File: src/rtl/strap_cfg_pkg.sv
package strap_cfg_pkg;

    localparam int REG_W   = 16;
    localparam int BE_W    = REG_W / 8;

    localparam int BIT_BUS  = 12;
    localparam int MF_HI    = 11;
    localparam int MF_LO    = 10;
    localparam int BIT_MONO = 5;
    localparam int BIT_PORT = 1;
    localparam int BIT_DEEP = 0;

    localparam logic [REG_W-1:0] CFG_DEFAULT = 16'h0C01;

    typedef enum logic [1:0] {
        MF_RSV_A = 2'b00,
        MF_RSV_B = 2'b01,
        MF_133   = 2'b10,
        MF_100   = 2'b11
    } mem_freq_e;

    typedef struct packed {
        logic bus_fast;
        logic port_gfx;
        logic q_deep;
    } strap_t;

    localparam strap_t STRAP_DEFAULT = '{bus_fast: 1'b0, port_gfx: 1'b0, q_deep: 1'b1};

    function automatic logic mf_code_ok(input logic [1:0] code);
        return (code == MF_133) || (code == MF_100);
    endfunction

endpackage

File: src/rtl/strap_latch.sv
module strap_latch
    import strap_cfg_pkg::*;
(
    input  logic   clk,
    input  logic   pwr_good,
    input  strap_t pins,
    output strap_t straps
);

    typedef struct packed {
        logic   armed;
        strap_t held;
    } latch_st_t;

    latch_st_t st_d, st_q;

    always_comb begin
        st_d = st_q;
        if (!pwr_good) begin
            st_d.armed = 1'b0;
            st_d.held  = STRAP_DEFAULT;
        end else if (!st_q.armed) begin
            st_d.armed = 1'b1;
            st_d.held  = pins;
        end
    end

    always_ff @(posedge clk) begin
        st_q <= st_d;
    end

    assign straps = st_q.held;

endmodule

File: src/rtl/rw_fields.sv
module rw_fields
    import strap_cfg_pkg::*;
(
    input  logic            clk,
    input  logic            pwr_good,
    input  logic            warm_rst,
    input  logic            wr_en,
    input  logic [BE_W-1:0] wr_be,
    input  logic [1:0]      wr_code,
    input  logic            wr_mono,
    output mem_freq_e       mf_pend,
    output mem_freq_e       mf_eff,
    output logic            mono
);

    typedef struct packed {
        mem_freq_e pend;
        mem_freq_e eff;
        logic      mono;
    } rw_st_t;

    rw_st_t st_d, st_q;

    always_comb begin
        st_d = st_q;
        if (!pwr_good) begin
            st_d.pend = MF_100;
            st_d.eff  = MF_100;
            st_d.mono = 1'b0;
        end else if (warm_rst) begin
            st_d.eff  = st_q.pend;
            st_d.mono = 1'b0;
        end else if (wr_en) begin
            if (wr_be[1] && mf_code_ok(wr_code)) begin
                st_d.pend = mem_freq_e'(wr_code);
            end
            if (wr_be[0]) begin
                st_d.mono = wr_mono;
            end
        end
    end

    always_ff @(posedge clk) begin
        st_q <= st_d;
    end

    assign mf_pend = st_q.pend;
    assign mf_eff  = st_q.eff;
    assign mono    = st_q.mono;

endmodule

File: src/rtl/cfg_view.sv
module cfg_view
    import strap_cfg_pkg::*;
#(
    parameter int               IOQ_MAX  = 8,
    parameter int               PTR_W    = 8,
    parameter logic [PTR_W-1:0] CAP_NEXT = 8'hA0,
    parameter int               DEPTH_W  = 4
) (
    input  strap_t             straps,
    input  mem_freq_e          mf_pend,
    input  logic               mono,
    output logic [REG_W-1:0]   rd_data,
    output logic               sec_dev_disable,
    output logic [PTR_W-1:0]   cap_next_ptr,
    output logic [DEPTH_W-1:0] ioq_depth
);

    always_comb begin
        rd_data              = '0;
        rd_data[BIT_BUS]     = straps.bus_fast;
        rd_data[MF_HI:MF_LO] = mf_pend;
        rd_data[BIT_MONO]    = mono;
        rd_data[BIT_PORT]    = straps.port_gfx;
        rd_data[BIT_DEEP]    = straps.q_deep;
    end

    always_comb begin
        sec_dev_disable = !straps.port_gfx;
        cap_next_ptr    = straps.port_gfx ? CAP_NEXT : '0;
        ioq_depth       = straps.q_deep ? DEPTH_W'(IOQ_MAX) : DEPTH_W'(1);
    end

endmodule

File: src/rtl/strap_cfg_reg.sv
module strap_cfg_reg
    import strap_cfg_pkg::*;
#(
    parameter int               IOQ_MAX  = 8,
    parameter int               PTR_W    = 8,
    parameter logic [PTR_W-1:0] CAP_NEXT = 8'hA0,
    localparam int              DEPTH_W  = $clog2(IOQ_MAX + 1)
) (
    input  logic               clk,
    input  logic               pwr_good,
    input  logic               warm_rst,
    input  logic               strap_bus_fast,
    input  logic               strap_port_gfx,
    input  logic               strap_q_deep,
    input  logic               wr_en,
    input  logic [1:0]         wr_be,
    input  logic [15:0]        wr_data,
    output logic [15:0]        rd_data,
    output logic [1:0]         mem_freq_eff,
    output logic               bus_fast,
    output logic               port_gfx,
    output logic               mono_present,
    output logic               sec_dev_disable,
    output logic [PTR_W-1:0]   cap_next_ptr,
    output logic [DEPTH_W-1:0] ioq_depth
);

    strap_t    pins;
    strap_t    straps;
    mem_freq_e mf_pend;
    mem_freq_e mf_eff;
    logic      mono;

    // Write data outside the two writable fields has no destination.
    logic      unused_wr_bits;
    assign unused_wr_bits = ^{wr_data[15:12], wr_data[9:6], wr_data[4:0]};

    assign pins = '{bus_fast: strap_bus_fast, port_gfx: strap_port_gfx, q_deep: strap_q_deep};

    strap_latch u_latch (
        .clk      (clk),
        .pwr_good (pwr_good),
        .pins     (pins),
        .straps   (straps)
    );

    rw_fields u_rw (
        .clk      (clk),
        .pwr_good (pwr_good),
        .warm_rst (warm_rst),
        .wr_en    (wr_en),
        .wr_be    (wr_be),
        .wr_code  (wr_data[MF_HI:MF_LO]),
        .wr_mono  (wr_data[BIT_MONO]),
        .mf_pend  (mf_pend),
        .mf_eff   (mf_eff),
        .mono     (mono)
    );

    cfg_view #(
        .IOQ_MAX  (IOQ_MAX),
        .PTR_W    (PTR_W),
        .CAP_NEXT (CAP_NEXT),
        .DEPTH_W  (DEPTH_W)
    ) u_view (
        .straps          (straps),
        .mf_pend         (mf_pend),
        .mono            (mono),
        .rd_data         (rd_data),
        .sec_dev_disable (sec_dev_disable),
        .cap_next_ptr    (cap_next_ptr),
        .ioq_depth       (ioq_depth)
    );

    assign mem_freq_eff = mf_eff;
    assign bus_fast     = straps.bus_fast;
    assign port_gfx     = straps.port_gfx;
    assign mono_present = mono;

endmodule

File: config.mk
export PLATFORM = sky130hd
export DESIGN_NAME = strap_cfg_reg
export DESIGN_NICKNAME = d
export VERILOG_FILES = /design/src/rtl/strap_cfg_pkg.sv /design/src/rtl/strap_latch.sv /design/src/rtl/rw_fields.sv /design/src/rtl/cfg_view.sv /design/src/rtl/strap_cfg_reg.sv
export SDC_FILE = /design/constraint.sdc
export NUM_CORES = 1
export LEC_CHECK = 0
export ABC_CLOCK_PERIOD_IN_PS = 1400
export BUFFER_PORTS_ARGS = -buffer_cell sky130_fd_sc_hd__buf_2
export CAP_MARGIN = 20
export CORE_UTILIZATION = 35
export DETAILED_ROUTE_END_ITERATION = 8
export PLACE_DENSITY = 0.91
export SLEW_MARGIN = 20
export SYNTH_ARGS = -nofsm -noshare
export SYNTH_HDL_FRONTEND = slang
export SYNTH_SLANG_ARGS = --single-unit
File: constraint.sdc
create_clock -name clk -period 1.4 [get_ports clk]
set_clock_uncertainty 0.15 [all_clocks]
set_input_delay 0.35 -clock clk [delete_from_list [all_inputs] [get_ports clk]]
set_output_delay 0.35 -clock clk [all_outputs]
set_load 0.1 [all_outputs]
; Yosys cells after proc, flatten, opt, wreduce, memory -nomap -nowiden
; Index checks and enable logic that the tools add are counted.
[classes]
eq_ne = 2
muxes = 2
bitwise_logic = 2
n_reduce_logical = 6
[op_table]
columns = operator, count
row1 = 8-bit 2-to-1 mux, 1
row2 = 2-bit == test (second input constant), 2
row3 = 4-bit 2-to-1 mux, 1
row4 = 3-bit AND reduction, 1
row5 = 1-bit NOT, 2
row6 = 2-bit AND reduction, 1
row7 = 2-bit OR reduction, 1
row8 = 1-bit logical AND, 1
row9 = 1-bit zero test, 1
row10 = 1-bit logical OR, 1
[totals]
reg_bits = 9
out_inout_bits = 34
elab_cells = 19

; Longest topological paths before layout
[depth]
depth_word = 4
depth_mapped = 2
ltp_nobuf = 2

; Cells and area by module
; Synthesis repeated with hierarchy kept, for this count alone.
[unflattened]
cells_unflattened = 61
area_unflattened_um2 = 558.0
[by_module_without_submodules]
columns = mod, instances, cells_each, area_per_inst_um2
row1 = cfg_view, 1, 30, 214.0
row2 = rw_fields, 1, 18, 195.2
row3 = strap_latch, 1, 13, 148.9

; Worst setup path before layout
; No wires, ideal clock.
[synth_timing]
path_kind = reg-to-output
from = register u_latch.st_q, in the netlist u_latch.straps[1]
to = output sec_dev_disable
t_arrival_ps = 1702
t_required_ps = 900
slack_ps = -802
path_stages_with_launch = 2
path_cell_list = dfxtp_1 -> inv_1
[synth_via]
elab_chain_cells = 1
[synth_lines]
columns = item, line_no
row1 = from (decl), strap_latch.sv:15  ; latch_st_t st_d, st_q;
row2 = from (signal assigned), strap_latch.sv:29  ; st_q <= st_d;
row3 = 1-bit zero test, cfg_view.sv:28  ; sec_dev_disable = !straps.port_gfx;
row4 = to (decl), strap_cfg_reg.sv:23  ; output logic sec_dev_disable,
; Every way passes these cells.

; Final worst setup path
; Same ends and word-level chain as after synthesis.

==> metrics.md <==
| Metric | Value |
|---|---|
| Status | complete, but fails checks |
| Failing checks | negative setup slack |
| DRC violations left | 0 |
| Most common cell after layout, fill and taps aside | conb_1 |
| Synth top area cells | buf_4 (35%), dfxtp_1 (34%), mux2i_1 (11%) |
| WP buf/inv | 2 |
| Slowest CP cell | dfxtp_4 |
| P_leak | 0.428 nW |
| CTS root buffer | clkbuf_4 |
| Ant. Diodes | 0 |
| Maximum vdd drop | 581 uV |
| CTS tree | built |
| Largest net degree at the start of global routing | 11 |
| Final Wtd Congestion | about 0.65 |
| Slew Viols, Final | 0 |
| #FFs+latches synth | 9 |
| Final core area utilization | 0.650 |
| Yosys warning count | 0 |
| IO Port Bufs | 27 |
| Pwr per Cell Area | approximately 1100 nW/um^2 |
| Switching power | a little under 0.5 mW |
| Inst Count DP | 91 |
| Row count | 13 |
| CTS hold repair buffers | 0 |
| First-pass GRT wire length | about 1.2 mm |
| Global-route usage over all layers | 0.110 |
| Final worst slack | -0.0544 ns |
| DRT Pass-1 Iters | 2 |
| Minimum clock period | 1.45 ns |
| # setup viols final | 3 |
| Vias in the first global route | 277 |
| Yosys top cell area share | 0.352 |
| Crit-path max cell delay | 0.42 ns |
| Final nets | 107 |
| Clk slew on worst S/H paths | 0.06 ns |
| Num Clock Sinks | 9 |
| Vias | 375 |
| Placement Cell Area | 835 um^2 |
| CP Cell Sequence | clkinvlp_4, buf_12 |
| First DRT Iteration DRCs | 3 |
| Synth Instances | 56 |
| Max Fclk | 0.688 GHz |
| Routed WL | roughly 830 um |
| Critical path peak fanout | 5 |
| Final period util | 1.04 |
| Overflow after GRT | 0 |
| Post-synthesis sequential area ratio | 0.338 |
| Starting Density | 0.390 |
| CP startpoint kind | register |
| Clock power frac | 0.204 |
| Gate power share | 0.508 |
| Syn Area/Cell | 9.52 um^2 |
| Antenna violations before repair | 0 |
| Core area | 1370 um^2 |
| Die area | 1680 um^2 |
| Routed Antenna Nets | 0 |
| Endpoints failing hold | 0 |
| Yosys top cell by area | buf_4 |
| Kind of critical path | register to output port |
| Worst hold path type | input pin to register |
| Worst Path Required | 0.90 ns |
| Sequential share of power | 0.288 |
| Total CTS buffers | 3 |
| Crit. End Element | output port |
| Vias per cell | 3.91 |
| Synth unique cells | 13 |
| Fin cells | 96 |
| Chip width | 41.0 um |
| Layout cells sized above 1 | 0.543 |
| Cell Area, Synth | around 530 um^2 |
| Final HPWL DP | 722 um |
| H-tree depth | 1 |
| Die Y | 41.0 um |
| Finished Cell Area | between 800 and 900 um^2 |
| Top Ports | 59 |
| Skew-Pair Late Insertion Delay | about 0.25 ns |
| Wire per inst | 8.68 um |
| Area growth, synth to finish | 66.7% |
| Crit path max-delay family | flip-flops |
| Pint | 0.477 mW |
| MaxCap Viol Count | 0 |
| Unrepaired setup endpoints after global routing | yes |
| Most frequent cells in the layout | conb_1 (18), buf_12 (17), buf_2 (11) |
| Max Root-Sink Buffers | 2 |
| Sw Ratio | 0.503 |
| Worst endpoint data arrival time | 0.95 ns |
[registers in the layout (all words and copies together), names as in the netlist]
register and cells:
u_rw.mf_pend 2, u_latch.st_q 1, u_rw.mono 1, u_latch.straps 3, u_rw.mf_eff 2
[timing repair]
| item | 4_1_cts | 5_1_grt |
|---|---|---|
| buffers inserted | 0 | 1 |
| endpoints found under the setup margin | 4 | 8 |
| resized for setup | 3 | 0 |
[power groups by stage]
stage               registers [mW]  logic [mW]  clock network (mW)
finish                       0.277       0.487               0.196
global route                 0.278       0.503               0.224
global placement             0.284       0.476                   0
detailed placement           0.284       0.478                   0
floorplan                    0.313       0.387                   0
CTS                          0.278       0.479               0.204
[metal layers]
| metal | GRT usage | vias to the layer above | wire, um |
|---|---|---|---|
| li1 | - | 184 | - |
| met1 | 0.108 | 163 | 304 |
| met2 | 0.195 | 28 | 455 |
| met3 | 0.0326 | 0 | 73 |
| met4 | 0.0750 | 0 | 0 |
| met5 | 0 | - | 0 |
[cell families after synthesis]
| logic type | share of synthesized area |
|---|---|
| compound gates | 0.0282 |
| buf+inv | 0.366 |
| flops | 0.338 |
| mux | 0.113 |
| other cells | 0.00704 |
| simple gates | 0.148 |
[final timing paths]
path / endpoint / from / slack, ns / depth (start not counted)
hold / removal: u_latch.straps[0]$_SDFFE_PN1N_ / strap_q_deep / 0.16 / 3
setup reg to reg: u_latch.straps[0]$_SDFFE_PN1N_ / u_latch.st_q[3]$_SDFF_PN0_ / 0.47 / 2
hold reg to reg: u_rw.mf_pend[1]$_SDFFE_PN1P_ / u_rw.mf_pend[1]$_SDFFE_PN1P_ / 0.35 / 1
setup / recovery: sec_dev_disable / u_latch.straps[1]$_SDFFE_PN0N_ / -0.05 / 2
[stage by stage]
step	worst slack (ns)	power, mW	hold WS, ns	TNS, ns
3_5_place_dp	0.183	0.762	0.326	0
4_1_cts	-0.0980	0.962	0.154	-0.123
3_3_place_gp	0.194	0.760	0.325	0
5_1_grt	-0.108	1.00	0.159	-0.403
6_report	-0.0544	0.960	0.157	-0.163
2_1_floorplan	-0.157	0.700	0.228	-0.160
[synth_stat cells]
cell	instances
a21oi_1	1
nand4b_4	1
a21bo_2	1
buf_4	25
dfxtp_1	9
nand2b_1	1
mux2i_1	6
nand3_1	1
conb_1	1
nand2_1	3
inv_1	2
nand3b_1	1
nor2b_1	4
[cell type report]
cell class / count / area, um^2
clock buffer: 4 / 26.3
tap: 15 / 18.8
fill: 113 / 478
sequential: 9 / 200
timing repair buffer: 29 / 407
inverter: 2 / 15.0
multi-input combinational: 37 / 221
[worst reg2reg max path, delay by kind of cell (launching register included)]
family,cells,cell delay (ns)
flip-flops,1,0.41
multiplexers,1,0.20
AND/OR/NAND/NOR,1,0.06
(Power assumes the default switching activity.)
